<file path="src/rtl/cmpc_pkg.sv">
// Package: shared types and control-word field positions for the comparator
// conditioner. Assumes a 16-bit control word with the layout below.
package cmpc_pkg;

    localparam int CFG_W    = 16;
    localparam int SEL_W    = 3;
    localparam int POS_EN   = 0;
    localparam int POS_MODE = 1;   // two bits
    localparam int POS_INV  = 3;
    localparam int POS_SEL  = 4;   // SEL_W bits
    localparam int POS_BLK  = 7;
    localparam int POS_FILT = 8;
    localparam int POS_STAT = 15;

    typedef enum logic [1:0] {
        EDGE_OFF  = 2'b00,
        EDGE_RISE = 2'b01,
        EDGE_FALL = 2'b10,
        EDGE_BOTH = 2'b11
    } edge_mode_e;

    typedef struct packed {
        logic             filt_en;
        logic             blank_en;
        logic [SEL_W-1:0] sel;
        logic             inv;
        edge_mode_e       mode;
        logic             en;
    } cfg_t;

    // Decode a written control word into its fields.
    function automatic cfg_t unpack_cfg(input logic [CFG_W-1:0] w);
        cfg_t c;
        c.en       = w[POS_EN];
        c.mode     = edge_mode_e'(w[POS_MODE +: 2]);
        c.inv      = w[POS_INV];
        c.sel      = w[POS_SEL +: SEL_W];
        c.blank_en = w[POS_BLK];
        c.filt_en  = w[POS_FILT];
        return c;
    endfunction

endpackage

</file>
<file path="src/rtl/cmpc_regs.sv">
// Module: control word storage and read-back.
// Holds the configuration, flags writes that alter mode, polarity or source
// select, and builds the read-back word with the live status in bit 15.
// Assumes cfg_we is synchronous to clk.
module cmpc_regs
    import cmpc_pkg::*;
(
    input  logic             clk,
    input  logic             rst_n,
    input  logic             we,
    input  logic [CFG_W-1:0] wdata,
    input  logic             status,
    output cfg_t             cfg,
    output logic             chg,
    output logic [CFG_W-1:0] rdata
);

    cfg_t nxt;

    // Decode incoming write data.
    always_comb nxt = unpack_cfg(wdata);

    // Store configuration and flag edge-relevant changes.
    always_ff @(posedge clk) begin
        if (!rst_n) begin
            cfg <= '0;
            chg <= 1'b0;
        end else begin
            chg <= we && ((nxt.mode != cfg.mode) || (nxt.inv != cfg.inv) ||
                          (nxt.sel != cfg.sel));
            if (we) cfg <= nxt;
        end
    end

    // Assemble the read-back word.
    always_comb begin
        rdata                    = '0;
        rdata[POS_EN]            = cfg.en;
        rdata[POS_MODE +: 2]     = cfg.mode;
        rdata[POS_INV]           = cfg.inv;
        rdata[POS_SEL +: SEL_W]  = cfg.sel;
        rdata[POS_BLK]           = cfg.blank_en;
        rdata[POS_FILT]          = cfg.filt_en;
        rdata[POS_STAT]          = status;
    end

endmodule

</file>
<file path="src/rtl/cmpc_front.sv">
// Module: comparator front end.
// Synchronizes all raw comparator inputs, picks one by select code (reserved
// codes give 0), applies optional inversion and gates the result off during
// the post-slope blanking window. Assumes cmp_raw is asynchronous and
// slope_done is a synchronous pulse.
module cmpc_front
    import cmpc_pkg::*;
#(
    parameter int NUM_SRC     = 4,
    parameter int SYNC_STAGES = 2,
    parameter int BLANK_LEN   = 8,
    localparam int CNT_W      = $clog2(BLANK_LEN + 1)
)(
    input  logic               clk,
    input  logic               rst_n,
    input  logic [NUM_SRC-1:0] cmp_raw,
    input  logic               slope_done,
    input  logic               en,
    input  logic [SEL_W-1:0]   sel,
    input  logic               inv,
    input  logic               blank_en,
    output logic               blank_act,
    output logic               cond
);

    logic [NUM_SRC-1:0] sync_q [SYNC_STAGES];
    logic [CNT_W-1:0]   blank_cnt;
    logic               picked;

    // Synchronizer chain, one register stage per generate step.
    for (genvar g = 0; g < SYNC_STAGES; g++) begin : g_sync
        if (g == 0) begin : g_first
            // First stage samples the asynchronous inputs.
            always_ff @(posedge clk) begin
                if (!rst_n) sync_q[g] <= '0;
                else        sync_q[g] <= cmp_raw;
            end
        end else begin : g_next
            // Later stages settle metastability.
            always_ff @(posedge clk) begin
                if (!rst_n) sync_q[g] <= '0;
                else        sync_q[g] <= sync_q[g-1];
            end
        end
    end

    // Pick the selected source; reserved codes leave it at 0.
    always_comb begin
        picked = 1'b0;
        for (int i = 0; i < NUM_SRC; i++) begin
            if (sel == SEL_W'(i)) picked = sync_q[SYNC_STAGES-1][i];
        end
    end

    // Blanking window counter, cleared while disabled.
    always_ff @(posedge clk) begin
        if (!rst_n)                blank_cnt <= '0;
        else if (!en)              blank_cnt <= '0;
        else if (slope_done)       blank_cnt <= CNT_W'(BLANK_LEN);
        else if (blank_cnt != '0)  blank_cnt <= blank_cnt - 1'b1;
    end

    assign blank_act = (blank_cnt != '0);

    // Polarity then blanking.
    always_comb cond = (picked ^ inv) & ~(blank_en & blank_act);

endmodule

</file>
<file path="src/rtl/cmpc_edge.sv">
// Module: edge detector and interrupt pulse.
// Compares the conditioned value with its value one cycle earlier and raises
// a one-cycle interrupt for the selected edge kind. SUPPRESS_CFG selects
// whether the cycle after a configuration change is masked.
module cmpc_edge
    import cmpc_pkg::*;
#(
    parameter bit SUPPRESS_CFG = 1'b1
)(
    input  logic       clk,
    input  logic       rst_n,
    input  logic       cond,
    input  logic       en,
    input  edge_mode_e mode,
    input  logic       chg,
    output logic       irq
);

    logic prev_q;
    logic hit;
    logic mask;

    // Decode the edge kind against the history value.
    always_comb begin
        unique case (mode)
            EDGE_RISE: hit = cond & ~prev_q;
            EDGE_FALL: hit = ~cond & prev_q;
            EDGE_BOTH: hit = cond ^ prev_q;
            default:   hit = 1'b0;
        endcase
    end

    // Variant pick: mask config-induced edges or let them pass.
    if (SUPPRESS_CFG) begin : g_mask
        assign mask = chg;
    end else begin : g_pass
        logic unused_chg;
        assign unused_chg = chg;
        assign mask = 1'b0;
    end

    // Reload history every cycle and register the interrupt pulse.
    always_ff @(posedge clk) begin
        if (!rst_n) begin
            prev_q <= 1'b0;
            irq    <= 1'b0;
        end else begin
            prev_q <= cond;
            irq    <= en & ~mask & hit;
        end
    end

endmodule

</file>
<file path="src/rtl/cmp_condition.sv">
// Module: comparator output conditioner, top level.
// Joins control storage, front end and edge detector. Assumes all inputs but
// cmp_in are synchronous to clk; reset is synchronous and active low.
module cmp_condition
    import cmpc_pkg::*;
#(
    parameter int NUM_SRC      = 4,
    parameter int SYNC_STAGES  = 2,
    parameter int BLANK_LEN    = 8,
    parameter bit SUPPRESS_CFG = 1'b1
)(
    input  logic               clk,
    input  logic               rst_n,
    input  logic               cfg_we,
    input  logic [CFG_W-1:0]   cfg_wdata,
    output logic [CFG_W-1:0]   cfg_rdata,
    input  logic [NUM_SRC-1:0] cmp_in,
    input  logic               slope_done,
    output logic               cmp_status,
    output logic               cmp_irq
);

    cfg_t cfg_q;
    logic cfg_chg;
    logic blank_act;
    logic cond;

    cmpc_regs u_regs (
        .clk    (clk),
        .rst_n  (rst_n),
        .we     (cfg_we),
        .wdata  (cfg_wdata),
        .status (cond),
        .cfg    (cfg_q),
        .chg    (cfg_chg),
        .rdata  (cfg_rdata)
    );

    cmpc_front #(
        .NUM_SRC     (NUM_SRC),
        .SYNC_STAGES (SYNC_STAGES),
        .BLANK_LEN   (BLANK_LEN)
    ) u_front (
        .clk        (clk),
        .rst_n      (rst_n),
        .cmp_raw    (cmp_in),
        .slope_done (slope_done),
        .en         (cfg_q.en),
        .sel        (cfg_q.sel),
        .inv        (cfg_q.inv),
        .blank_en   (cfg_q.blank_en),
        .blank_act  (blank_act),
        .cond       (cond)
    );

    cmpc_edge #(
        .SUPPRESS_CFG (SUPPRESS_CFG)
    ) u_edge (
        .clk   (clk),
        .rst_n (rst_n),
        .cond  (cond),
        .en    (cfg_q.en),
        .mode  (cfg_q.mode),
        .chg   (cfg_chg),
        .irq   (cmp_irq)
    );

    assign cmp_status = cond;

endmodule

</file>
<file path="config.mk">
export PLATFORM = sky130hd
export DESIGN_NAME = cmp_condition
export DESIGN_NICKNAME = d
export VERILOG_FILES = /design/src/rtl/cmpc_pkg.sv /design/src/rtl/cmpc_regs.sv /design/src/rtl/cmpc_front.sv /design/src/rtl/cmpc_edge.sv /design/src/rtl/cmp_condition.sv
export SDC_FILE = /design/constraint.sdc
export NUM_CORES = 1
export LEC_CHECK = 0
export BUFFER_PORTS_ARGS = -buffer_cell sky130_fd_sc_hd__buf_2
export CAP_MARGIN = 5
export CORE_ASPECT_RATIO = 0.75
export CORE_MARGIN = 5
export CORE_UTILIZATION = 47
export CTS_CLUSTER_DIAMETER = 200
export DETAILED_ROUTE_END_ITERATION = 8
export PLACE_DENSITY = 0.85
export SLEW_MARGIN = 20
export SYNTH_ARGS = -nofsm -noshare
export SYNTH_HDL_FRONTEND = slang
export SYNTH_SLANG_ARGS = --single-unit
</file>
<file path="constraint.sdc">
create_clock -name clk -period 2.5 [get_ports clk]
set_input_delay 0.5 -clock clk [delete_from_list [all_inputs] [get_ports clk]]
set_output_delay 0.5 -clock clk [all_outputs]
set_load 0.02 [all_outputs]
</file>
Word-level counts from Yosys, hierarchy flattened
Memories as Yosys holds them, arrays and structs flattened.
Cells that the tools add are included.
{"block": "op_classes", "reduce_logical": 8, "shift": 0, "add_sub_neg": 1, "bitwise_logic": 16, "n_eq_ne": 9, "mul": 0, "div": 0, "mux": 11, "magnitude_cmp": 0}
{"operator": "$mux 4", "n": 4}
{"operator": "$and 1x1->1", "n": 6}
{"operator": "$eq 3x2->1 const B", "n": 2}
{"operator": "$mux 1", "n": 6}
{"operator": "$not 1->1", "n": 6}
{"operator": "$eq 2x2->1 const B", "n": 2}
{"operator": "$reduce_bool 4->1", "n": 1}
{"operator": "$sub 4x1->4 const B", "n": 1}
{"operator": "$eq 3x1->1 const B", "n": 1}
{"operator": "$logic_not 3->1", "n": 1}
{"operator": "$ne 3x3->1", "n": 1}
{"operator": "$pmux 1 s3", "n": 1}
{"operator": "$reduce_or 3->1", "n": 1}
{"operator": "$eq 2x1->1 const B", "n": 1}
{"operator": "$logic_or 1x1->1", "n": 2}
{"operator": "$ne 2x2->1", "n": 1}
{"operator": "$or 1x1->1", "n": 2}
{"operator": "$reduce_and 2->1", "n": 1}
{"operator": "$reduce_bool 2->1", "n": 1}
{"operator": "$xor 1x1->1", "n": 2}
{"operator": "$logic_and 1x1->1", "n": 1}
{"operator": "$ne 1x1->1", "n": 1}
{"block": "totals", "mem_count": 1, "ramBits": 8, "latchBits": 0, "output_inout_bits": 18, "in_bits": 24, "reg_bits": 16, "romBits": 0, "elab_cells": 57}
{"name": "u_front.sync_q", "words": 2, "width": 4, "rd": 2, "rd_ports_with_merged_regs": 0, "write_ports": 2, "line_no": "cmpc_front.sv:26", "text": "logic [NUM_SRC-1:0] sync_q [SYNC_STAGES];"}

Logic depth before layout (Yosys ltp)
Gate-level depths: netlist (run 1).
{"block": "depth", "depth_word": 11, "mapped_depth": 10, "ltp_nobuf": 9}

Hierarchy
A second synthesis (run 1) with hierarchy kept.
{"block": "unflattened", "hier_cells": 113, "hier_area_um2": 1136.1}
{"mod": "cmpc_regs", "area_per_inst_um2": 546.8, "instances": 1, "seq_area_each_um2": 200.2, "cells_per_inst": 55}
{"mod": "cmpc_front", "area_per_inst_um2": 476.7, "instances": 1, "seq_area_each_um2": 240.2, "cells_per_inst": 45}
{"mod": "cmpc_edge", "area_per_inst_um2": 112.6, "instances": 1, "seq_area_each_um2": 40.0, "cells_per_inst": 13}

Worst setup path after synthesis (run 1)
OpenSTA, ideal clock, no wires.
{"block": "synth_timing", "path_kind": "register to output", "from": "reg u_regs.cfg[4] (netlist bit)", "to": "out cfg_rdata[15]", "path_buffers": 1, "path_stages_with_launch": 5, "arrival_time_ns": 1.775, "required_ns": 2.000, "slack_ns": 0.225, "path_cell_list": "dfxtp_1 mux2_1 a22oi_2 mux2_1 buf_4"}
{"block": "synth_between", "elab_chain_len": 7, "elab_cells_between_ends": 10, "classes_between": "eq/ne (3); mux (4); bitwise (2); reduce/logical (1)"}
{"item": "start: declaration", "line_no": "cmpc_regs.sv:13", "text": "output cfg_t cfg,"}
{"item": "start signal: assignment", "line_no": "cmpc_regs.sv:31", "text": "if (we) cfg <= nxt;"}
{"item": "$logic_not 3->1", "line_no": "cmpc_front.sv:51", "text": "if (sel == SEL_W'(i)) picked = sync_q[SYNC_STAGES-1][i];"}
{"item": "$mux 1 (3 in a row)", "line_no": "cmpc_front.sv:51"}
{"item": "$mux 1 (*)", "line_no": "cmpc_front.sv:51"}
{"item": "$xor 1x1->1 (*)", "line_no": "cmpc_front.sv:66", "text": "always_comb cond = (picked ^ inv) & ~(blank_en & blank_act);"}
{"item": "$and 1x1->1 (*)", "line_no": "cmpc_front.sv:66"}
{"item": "end: declaration", "line_no": "cmp_condition.sv:16", "text": "output logic [CFG_W-1:0] cfg_rdata,"}
Mark *: on every way between the ends. The rest lies on a longest branch, timed or not.

Final worst setup path (run 1)
{"block": "layout_timing", "from": "reg u_front.blank_cnt[0]", "to": "out cfg_rdata[15]"}
{"block": "layout_between", "elab_chain_len": 4}
{"item": "start: declaration", "line_no": "cmpc_front.sv:27", "text": "logic [CNT_W-1:0] blank_cnt;"}
{"item": "start signal: assignment", "line_no": "cmpc_front.sv:59", "text": "else if (slope_done) blank_cnt <= CNT_W'(BLANK_LEN);"}
{"item": "start signal: assignment", "line_no": "cmpc_front.sv:60", "text": "else if (blank_cnt != '0) blank_cnt <= blank_cnt - 1'b1;"}
{"item": "$reduce_bool 4->1", "line_no": "cmpc_front.sv:63", "text": "assign blank_act = (blank_cnt != '0);"}
{"item": "$and 1x1->1", "line_no": "cmpc_front.sv:66"}
{"item": "$not 1->1", "line_no": "cmpc_front.sv:66"}
{"item": "$and 1x1->1", "line_no": "cmpc_front.sv:66"}
No other way between the ends.

==> summary.txt, run 1 <==
Floorplanning
  • I/O pins: 42
  • CORE AREA: around 0.0023 mm^2
  • Die Area: 0.00345 mm^2
  • Die height: 52.2 um
  • Starting Density: 48.6%
  • DIE WIDTH: 66.2 um
  • Row Count: 15

Critical path
  • Kind of critical path: reg -> out
  • Flop2flop setup slack: 0.39 ns
  • Crit-path max FO: 5
  • Worst r2r dst: u_edge.irq
  • CP cell instances: inv_1 -> ha_2 -> or3b_4 -> a21oi_4 -> mux2_4 -> buf_2
  • Slowest stage cell, crit path: or3b_4
  • Critical Path End: cfg_rdata[15]
  • Slowest stage delay, CP: 0.43 ns
  • R2R cell count: 9
  • Worst setup SP type: register
  • CP endpoint kind: output pin
  • CP startpoint: u_front.blank_cnt[0]
  • Required time worst endpoint: 2.00 ns
  • Worst R2R Start: u_front.blank_cnt[0]
  • Critical Path AT: 1.90 ns

Cells and area
  • Final net count: 167
  • Area Overhead vs Synth: 15.3%
  • Share of layout cells above drive strength 1: between 20 and 30%
  • N_diodes: 0

Clocking
  • Clk buf depth: 2
  • Reg clk slew, reported paths: around 0.13 ns
  • CTS tree: done
  • CTS H-tree lvls: 1
  • Clock Sinks: 24
  • CTS Root Buffer Type: clkbuf_4
  • Clock buffer count from CTS: 3
  • Cts hold-fix bufs: 0
  • Clk_lat worst skew: 0.31 ns

STA
  • Final Hold Vio Count: 0
  • Setup TNS: 0 ns
  • Final Skew: 0.00998 ns
  • Final Setup Violations: 0
  • Slew Viols, Final: 0
  • Max Clock Freq: 417 MHz
  • Crit share post-route: roughly 96%
  • Post-route minimum period: between 2 and 2.5 ns
  • RSZ-0062 raised after global routing: no

Synth
  • Synth area leaders: dfxtp_1 43%, mux2i_1 11%, buf_4 6.7%
  • Cells after synthesis: 113
  • Dominant cell type by area after synthesis: dfxtp_1
  • Yosys reg bits: 24
  • Post-synth top area share: about 43%
  • Mapped cell area: between 0.001 and 0.0015 mm^2
  • Library cells used by synthesis: 31
  • Ys Warns: 0
  • Avg Synthesized Cell Area: a little under 10 um^2
  • Sequential area share after synthesis: 43.1%

Global routing
  • Global-route wire length before repair: 3520 um
  • Total Routing Usage GR: 13.6%
  • Overflow after GRT: 0
  • Largest net degree at the start of global routing: 13
  • Antenna violations before repair: 0
  • Number of global-route vias before repair: 819

Detailed routing
  • Detailed Routing Iterations Pass 1: 4
  • Via Count: around 800
  • # DRC: 0
  • Post-DRT Antenna Nets: 0
  • Via/cell ratio: 4.79
  • Drt wl/cell: about 12 um
  • Final WL: 2110 um
  • Initial drt markers: 12

Pwr
  • Maximum vdd drop: 359 uV
  • Total power: roughly 0.00070 W
  • PwrDens: 543 mW/mm^2
  • Leak pwr: 0.616 nW

Placed design
  • Port Buffers: 28
  • Placer Congestion: 0.741
  • Post-DP HPWL: 1600 um

Run
  • Max_cap viols: 0

Min path
  • Class of the worst hold path: in -> reg

Status
  • Outcome: finished clean
## Yosys cell counts
library cell  number
clkinv_1           1
clkbuf_1           1
o21ai_0            1
a22oi_2            1
a21oi_1            2
a31oi_1            1
a21boi_1           1
xnor2_1            4
buf_2              2
a211oi_1           1
mux2i_1           12
dfxtp_1           24
conb_1             1
nand2_1            3
or3b_1             1
and2_1             8
buf_4             10
nor2b_1            3
inv_1              4
nor4_1             2
mux2_1             2
ha_1               4
a211o_1            1
a2111oi_1          1
nor3_1             2
nor3b_1            1
a21o_2             1
nand3b_1           1
mux2_2             1
xor2_1             4
nor2_1            12
## kinds of logic (layout without fill, tap and decap cells)
| group | Yosys count | after routing | synth area share (%) |
|---|---|---|---|
| flops | 24 | 24 | 43.1 |
| simple gates | 33 | 33 | 15.4 |
| compound gates | 10 | 10 | 6.85 |
| fa+ha+maj | 4 | 4 | 4.49 |
| buf+inv | 18 | 37 | 9.66 |
| xor+xnor | 8 | 8 | 6.29 |
| other cells | 1 | 6 | 0.337 |
| mux | 15 | 15 | 13.8 |
## worst min-delay path by stage
stage                    start              endpoint  slack, ns  cells past startpoint
floorplan           u_regs.chg            u_edge.irq       0.37                      1
global placement    u_regs.chg            u_edge.irq       0.38                      1
detailed placement  u_regs.chg            u_edge.irq       0.38                      1
CTS                  cmp_in[3]  u_front.sync_q[0][3]       0.38                      2
global route         cmp_in[3]  u_front.sync_q[0][3]       0.38                      2
finish               cmp_in[3]  u_front.sync_q[0][3]       0.38                      2
## placed cells by master, fill, tap and decap left out, types with 2 or more instances in the layout
master	instances
conb_1	6
nor2_1	12
buf_4	2
nor3_1	2
xnor2_1	4
ha_1	3
inv_1	4
dfxtp_1	23
clkbuf_4	3
nor2b_1	3
and2_1	8
mux2i_1	12
nor4_1	2
buf_2	27
nand2_1	3
xor2_1	4
## worst max-delay path: cells and delay by family (launching register included)
| family | cells | cell delay (ns) |
|---|---|---|
| compound gates | 1 | 0.16 |
| flops | 1 | 0.34 |
| fa+ha+maj | 1 | 0.20 |
| simple gates | 1 | 0.43 |
| mux | 1 | 0.18 |
| buf+inv | 2 | 0.27 |
## metal layers
| layer | share of wire (%) | track usage (%) | up-vias | wire length [um] |
|---|---|---|---|---|
| met2 | 48 | 24.7 | 24 | 1010 |
| met5 | 0 | 0 | - | 0 |
| li1 | - | - | 408 | - |
| met3 | 6.5 | 4.97 | 2 | 138 |
| met4 | 0.66 | 3.04 | 0 | 14 |
| met1 | 45 | 15.3 | 385 | 944 |
## registers in the layout, indices dropped and copies added, names as in the netlist
name / cells
u_edge.prev_q: 1
u_front.sync_q: 8
u_edge.irq: 1
u_regs.chg: 1
u_regs.cfg: 9
u_front.blank_cnt: 4
## area by class of cell
type                    instances  area (um^2)
flip-flops and latches         24          482
clock buffers                   3         22.5
repair buffers                 29          150
well taps                      34         42.5
inverters                       5         18.8
multi-input cells              76          568
fillers                       226         1010
## through the flow
step / utilization [%] / cell area, um^2 / worst slack, ns / std cells / hold WS, ns
after floorplan: - / 1130 / 0.225 / 118 / 0.370
after global placement: 53.6 / 1230 / 0.367 / 167 / 0.382
after detailed placement: 53.6 / 1230 / 0.325 / 167 / 0.380
after CTS: 54.7 / 1250 / 0.00499 / 170 / 0.378
after global routing: 56.1 / 1280 / 0.00783 / 171 / 0.379
final: 56.1 / 1280 / 0.104 / 171 / 0.380
## power by group
group / total (W) / internal, W / switching [W]
clock: 0.000166 / 0.0000564 / 0.000110
sequential: 0.000415 / 0.000400 / 0.0000151
combinational: 0.000116 / 0.0000503 / 0.0000654
total: 0.000697 / 0.000506 / 0.000190
## what timing repair did
action,4_1_cts,5_1_grt
setup endpoints to repair,2,2
setup buffers,0,1
pin swaps,0,2
resized for setup,2,7
endpoints found under the hold margin,0,0
No activity file was read; power rests on OpenSTA's default activity.
==> run 2, diff against run 1 <==
==> constraint.sdc (replaced) <==
create_clock -name clk -period 2.5 [get_ports clk]
set_input_delay 0 -clock clk [delete_from_list [all_inputs] [get_ports clk]]
set_output_delay 0 -clock clk [all_outputs]
set_load 0.02 [all_outputs]
==> run 2 against run 1 <==
Net effect:
- sequential share of layout area shrank 3.3 points
- critical path depth grew 3
- non-clock buffer count grew 13
- total power grew 6.2%
- die area is the same
- via count grew 4.0%
- global-route usage grew 0.42 points
- routed wire length grew 0.47%
- maximum frequency grew 8.9%
- critical path type is now reg -> reg
- largest power group unchanged
==> summary.txt, run 2 (synthesized netlist as in run 1, its figures left out) <==
STA
  • Max Clock Freq: 454 MHz (+8.9%)
  • Crit share post-route: 88.0% (-7.8 points)
  • Final setup margin: 0.300 ns (+0.196 ns)
  • Setup TNS: 0 ns (unchanged)
  • RSZ-0062 raised after global routing: no
  • Final Hold Vio Count: 0 (unchanged)
  • Post-route minimum period: 2.20 ns (-0.196 ns)
  • Slew Viols, Final: 0 (unchanged)
  • Final Setup Violations: 0 (unchanged)
  • Final Skew: 0.00222 ns (-0.00776 ns)

Detailed routing
  • # DRC: 0 (unchanged)
  • Detailed Routing Iterations Pass 1: 4 (unchanged)
  • Via Count: 852 (+4.0%)
  • Drt wl/cell: 11.5 um (-7.1%)
  • Initial drt markers: 13 (+1)
  • Final WL: 2120 um (+0.47%)
  • Post-DRT Antenna Nets: 0 (unchanged)
  • Via/cell ratio: 4.61 (-3.8%)

Cells and area
  • Final net count: 180 (+7.8%)
  • Most frequent cells in the layout: 28 x buf_2, 24 x dfxtp_1, 14 x dlygate4sd3_1
  • Final Instance Area: 0.00140 mm^2 (+9.3%)
  • # fillers: 194 (-14%)
  • Largest regs: u_regs.cfg x9, u_front.sync_q x8, u_front.blank_cnt x4
  • Max FFs per register: 9 (unchanged)
  • Storage element area: 480 um^2 (-0.26%)
  • Biggest register: u_regs.cfg
  • N_diodes: 0 (unchanged)
  • Most common cell after layout, fill and taps aside: buf_2
  • Area Overhead vs Synth: 26.0%
  • Area of the multi-input gates: 544 um^2 (-4.2%)
  • Share of layout cells above drive strength 1: 23.2% (-6.7 points)

Placed design
  • Post-DP HPWL: 1580 um (-1.5%)
  • Placer Congestion: 0.739 (-0.28%)
  • Pre-CTS setup slack: 0.348 ns (+0.0237 ns)
  • Placed Area: 0.00123 mm^2 (unchanged)
  • Port Buffers: 28 (unchanged)

Critical path
  • CP cell instances: inv_1 -> ha_1 -> or3b_1 -> a21boi_1 -> mux2i_1 -> ha_1 -> nor2b_1 -> o21ai_0 -> a211oi_1
  • CP endpoint kind: register
  • Slowest stage cell, crit path: or3b_1
  • Crit-path max FO: 6 (+1)
  • Required time worst endpoint: 2.74 ns (+0.74 ns)
  • Kind of critical path: reg -> reg
  • Slowest stage delay, CP: 0.44 ns (about the same)
  • Critical Path AT: 2.44 ns (+0.54 ns)
  • CP most frequent cell: ha_1
  • Worst setup SP type: register

Floorplanning
  • CORE AREA: 0.00229 mm^2 (unchanged)
  • Die Area: 0.00345 mm^2 (unchanged)
  • DIE WIDTH: 66.2 um (unchanged)
  • Starting Density: 48.6% (unchanged)
  • Row Count: 15 (unchanged)
  • Die height: 52.2 um (unchanged)
  • I/O pins: 42 (unchanged)

Pwr
  • Leak pwr: 0.674 nW (+9.4%)
  • Cell Int Power: 0.000549 W (+8.4%)
  • Maximum vdd drop: 289 uV (-19%)
  • PwrDens: 527 mW/mm^2 (-2.8%)
  • Net Sw Frac: 25.8% (-1.5 points)
  • P_sw: 0.000191 W (+0.55%)
  • Comb power frac: 17.1% (+0.5 points)
  • Clock power share: 27.0% (+3.2 points)
  • Register share of total power: 55.8% (-3.8 points)

Global routing
  • Total Routing Usage GR: 14.1% (+0.42 points)
  • Antenna violations before repair: 0 (unchanged)
  • Global-route wire length before repair: 3660 um (+3.9%)
  • Number of global-route vias before repair: 860 (+5.0%)
  • Overflow after GRT: 0 (unchanged)
  • Largest net degree at the start of global routing: 14 (+1)

Clocking
  • CTS Root Buffer Type: clkbuf_4
  • Clk buf depth: 2 (unchanged)
  • Clock Sinks: 24 (unchanged)
  • Clock buffer count from CTS: 3 (unchanged)
  • Reg clk slew, reported paths: 0.12 ns (about the same)
  • CTS tree: done
  • Clk_lat worst skew: 0.31 ns (about the same)
  • CTS H-tree lvls: 1 (unchanged)
  • Post-CTS Setup Inserts: 0 (unchanged)

Status
  • Outcome: finished clean

Run
  • Max_cap viols: 0 (unchanged)

Min path
  • Class of the worst hold path: in -> reg
==> run 2: power by group through the flow <==
stage	Combinational, W	Sequential [W]	Clock [W]
after floorplan	0.0000807	0.000426	0
after global placement	0.000106	0.000420	0
after detailed placement	0.000109	0.000421	0
after CTS	0.000127	0.000413	0.000204
after global routing	0.000140	0.000416	0.000221
final	0.000127	0.000413	0.000200
==> run 2: metal layers <==
metal / global-route usage [%] / part of all wire (%) / up-vias
met2: 23.7 / 45 / 27
li1: - / - / 431
met3: 5.83 / 8.0 / 3
met4: 3.72 / 1.3 / 0
met5: 0 / 0 / -
met1: 16.4 / 45 / 391
==> run 2: what timing repair did <==
item / 4_1_cts / 5_1_grt
hold buffers: 14 / 0
hold endpoints to repair: 17 / 0
gates resized for setup: 0 / 0
==> run 2: critical path: cells and delay by family, from the launching register on <==
family	cells	cell delay, ns
mux	1	0.12
compound gates	3	0.53
buf+inv	1	0.11
flops	1	0.34
fa+ha+maj	2	0.50
simple gates	2	0.54
==> run 2: area by class of cell <==
class | count | area share, %
sequential | 24 | 34.3
multi-input combinational | 76 | 38.8
inverter | 5 | 1.34
tap | 34 | 3.03
clock buffer | 4 | 2.59
timing repair buffer | 42 | 20.0
==> run 2: per-stage QoR <==
stage	power, W	instances	util [%]	hold WS, ns
floorplan	0.000507	118	-	0.0762
global placement	0.000527	167	53.6	0.207
detailed placement	0.000531	167	53.6	0.210
CTS	0.000744	185	61.3	0.00532
global route	0.000777	185	61.3	0.0236
finish	0.000740	185	61.3	0.0107
==> run 2: final timing paths <==
check,slack (ns),startpoint,to,depth (start not counted)
setup / recovery,0.30,u_front.blank_cnt[0],u_edge.irq,9
setup reg to reg,0.30,u_front.blank_cnt[0],u_edge.irq,9
hold / removal,0.01,rst_n,u_regs.chg,3
hold reg to reg,0.39,u_regs.chg,u_edge.irq,1
==> run 3, diff against run 2 <==
CORE_UTILIZATION = 43   (was 47)
PLACE_DENSITY = 0.82   (was 0.85)
clock period = 1.8 ns   (was 2.5 ns; I/O delays follow)
==> run 3 against run 2 <==
Net effect:
- the flow now finishes with violations (setup timing)
- routed wire length is 12% higher
- largest power group unchanged
- critical path depth is 2 lower
- total power is 34% higher
- critical endpoint unchanged
- sequential cell count stayed put
- clock power is 15% higher
- worst hold slack better by 0.013 ns
- worst setup slack worse by 0.37 ns
- global-route usage is 0.28 points higher
- core utilization is 2.1 points lower
==> summary.txt, run 3 (synthesized netlist as in run 1, its figures left out) <==
Clocking
  • Clk_lat worst skew: 0.32 ns (about the same)
  • Reg clk slew, reported paths: 0.12 ns (about the same)
  • Clk buf depth: 2 (unchanged)
  • CTS H-tree lvls: 1 (unchanged)
  • Clock Sinks: 24 (unchanged)
  • CTS Root Buffer Type: clkbuf_4
  • Clock buffer count from CTS: 3 (unchanged)
  • CTS tree: done

Global routing
  • M2 GR Usage: 24.6% (+0.84 points)
  • Global-route track usage on met1: 17.8% (+1.4 points)
  • Overflow after GRT: 0 (unchanged)
  • Global route hottest layer: met2
  • Antenna violations before repair: 0 (unchanged)
  • Total Routing Usage GR: 14.3% (+0.28 points)
  • Largest net degree at the start of global routing: 13 (-1)
  • Global-route wire length before repair: 3940 um (+7.7%)
  • Number of global-route vias before repair: 870 (+1.2%)
  • Met3 GRT Util: 3.13% (-2.7 points)

STA
  • Final Setup Violations: 3 (+3)
  • Max Clock Freq: 535 MHz (+18%)
  • Final Skew: 0.00804 ns (+0.00582 ns)
  • Final setup margin: -0.0691 ns (-0.369 ns)
  • Post-route minimum period: 1.87 ns (-0.331 ns)
  • Crit share post-route: 104% (+16 points)
  • Final Hold Vio Count: 0 (unchanged)
  • Slew Viols, Final: 0 (unchanged)
  • WHS: 0.0237 ns (+0.0130 ns)
  • RSZ-0062 raised after global routing: yes

Cells and area
  • Most frequent cells in the layout: 28 x buf_2, 22 x dfxtp_1, 15 x dlygate4sd3_1
  • Share of layout cells above drive strength 1: 32.9% (+9.7 points)
  • Largest regs: u_regs.cfg x9, u_front.sync_q x8, u_front.blank_cnt x4
  • Final net count: 191 (+6.1%)
  • Biggest register: u_regs.cfg
  • Most common cell after layout, fill and taps aside: buf_2
  • Final Instance Area: 0.00150 mm^2 (+7.2%)
  • Max FFs per register: 9 (unchanged)
  • Area Overhead vs Synth: 35.1%
  • N_diodes: 0 (unchanged)
  • Util after Layout: 59.2% (-2.1 points)

Critical path
  • Required time worst endpoint: 2.05 ns (-0.69 ns)
  • Crit-path max FO: 4 (-2)
  • Critical Path AT: 2.12 ns (-0.32 ns)
  • Kind of critical path: reg -> reg
  • Worst setup SP type: register
  • CP endpoint kind: register

Detailed routing
  • Via/cell ratio: 4.62 (+0.41%)
  • Detailed Routing Iterations Pass 1: 4 (unchanged)
  • Initial drt markers: 30 (+17)
  • Post-DRT Antenna Nets: 0 (unchanged)
  • # DRC: 0 (unchanged)
  • Final WL: 2370 um (+12%)
  • Via Count: 911 (+6.9%)
  • Drt wl/cell: 12.0 um (+5.1%)

Placed design
  • Placed Area: 0.00131 mm^2 (+6.9%)
  • Port Buffers: 28 (unchanged)
  • Placer Congestion: 0.744 (+0.74%)
  • Post-DP HPWL: 1750 um (+11%)

Floorplanning
  • Row Count: 16 (+1)
  • CORE AREA: 0.00254 mm^2 (+11%)
  • Die height: 54.1 um (+3.7%)
  • Starting Density: 43.8% (-4.8 points)
  • I/O pins: 42 (unchanged)
  • Die Area: 0.00372 mm^2 (+7.7%)
  • DIE WIDTH: 68.8 um (+3.9%)

Pwr
  • PwrDens: 661 mW/mm^2 (+25%)
  • Maximum vdd drop: 433 uV (+50%)
  • Total power: 0.000993 W (+34%)
  • Leak pwr: 0.720 nW (+6.7%)

Min path
  • Class of the worst hold path: in -> reg

Status
  • Outcome: finished, violations left
  • Violated checks: setup timing

Run
  • Max_cap viols: 0 (unchanged)
==> run 3: changes by cell type in the layout (fill, tap and decap cells not counted), moves of 2 or more <==
cell / previous run / this run
dfxtp_1: 24 / 22
buf_4: 0 / 10
inv_2: 0 / 2
inv_1: 4 / 2
==> run 3: cell type report <==
| class | instances | area (um^2) |
|---|---|---|
| tap | 36 | 45.0 |
| fill | 207 | 1040 |
| timing repair buffer | 53 | 365 |
| inverter | 5 | 18.8 |
| sequential | 24 | 485 |
| clock buffer | 3 | 22.5 |
| multi-input combinational | 76 | 567 |
==> run 3: metrics by stage <==
step / setup slack (ns) / setup TNS (ns) / cells
after CTS: -0.102 / -0.266 / 197
after floorplan: -0.0986 / -0.0986 / 118
after global routing: -0.164 / -0.421 / 197
after global placement: -0.0602 / -0.0602 / 177
final: -0.0691 / -0.152 / 197
after detailed placement: -0.129 / -0.129 / 177
==> run 3: critical path: stages (launching register included) <==
cell and delay [ns]:
dfxtp_4 0.38, mux2_1 0.33, a22oi_2 0.24, mux2i_1 0.23
ha_1 0.25, nor2b_1 0.11, o21ai_1 0.06, a211oi_1 0.18
==> run 3: routing by layer <==
layer | routed length, um | vias up | share of wire (%)
met5 | 0 | - | 0
met3 | 149 | 4 | 6.3
met1 | 1020 | 416 | 43
met2 | 1180 | 34 | 50
li1 | - | 457 | -
met4 | 23 | 0 | 0.97
==> run 3: report_power, final <==
part	leakage (nW)	switching, W	internal, W
clock network	0.0138	0.000152	0.0000785
logic	0.507	0.0000961	0.0000927
registers	0.199	0.0000200	0.000554
==> run 3: what timing repair did <==
action | in CTS | in global routing
cloned | 0 | 0
hold buffers | 15 | 0
pin swaps | 3 | 2
endpoints found under the hold margin | 18 | 0
setup buffers | 2 | 0
setup endpoints to repair | 3 | 3
gates resized for setup | 1 | 1
==> run 3: final timing paths <==
kind / from / endpoint / slack (ns) / cells past startpoint
setup reg to reg: u_regs.cfg[4] / u_edge.irq / -0.07 / 7
hold reg to reg: u_regs.chg / u_edge.irq / 0.40 / 1
hold / removal: rst_n / u_front.sync_q[1][2] / 0.02 / 2
setup / recovery: u_regs.cfg[4] / u_edge.irq / -0.07 / 7
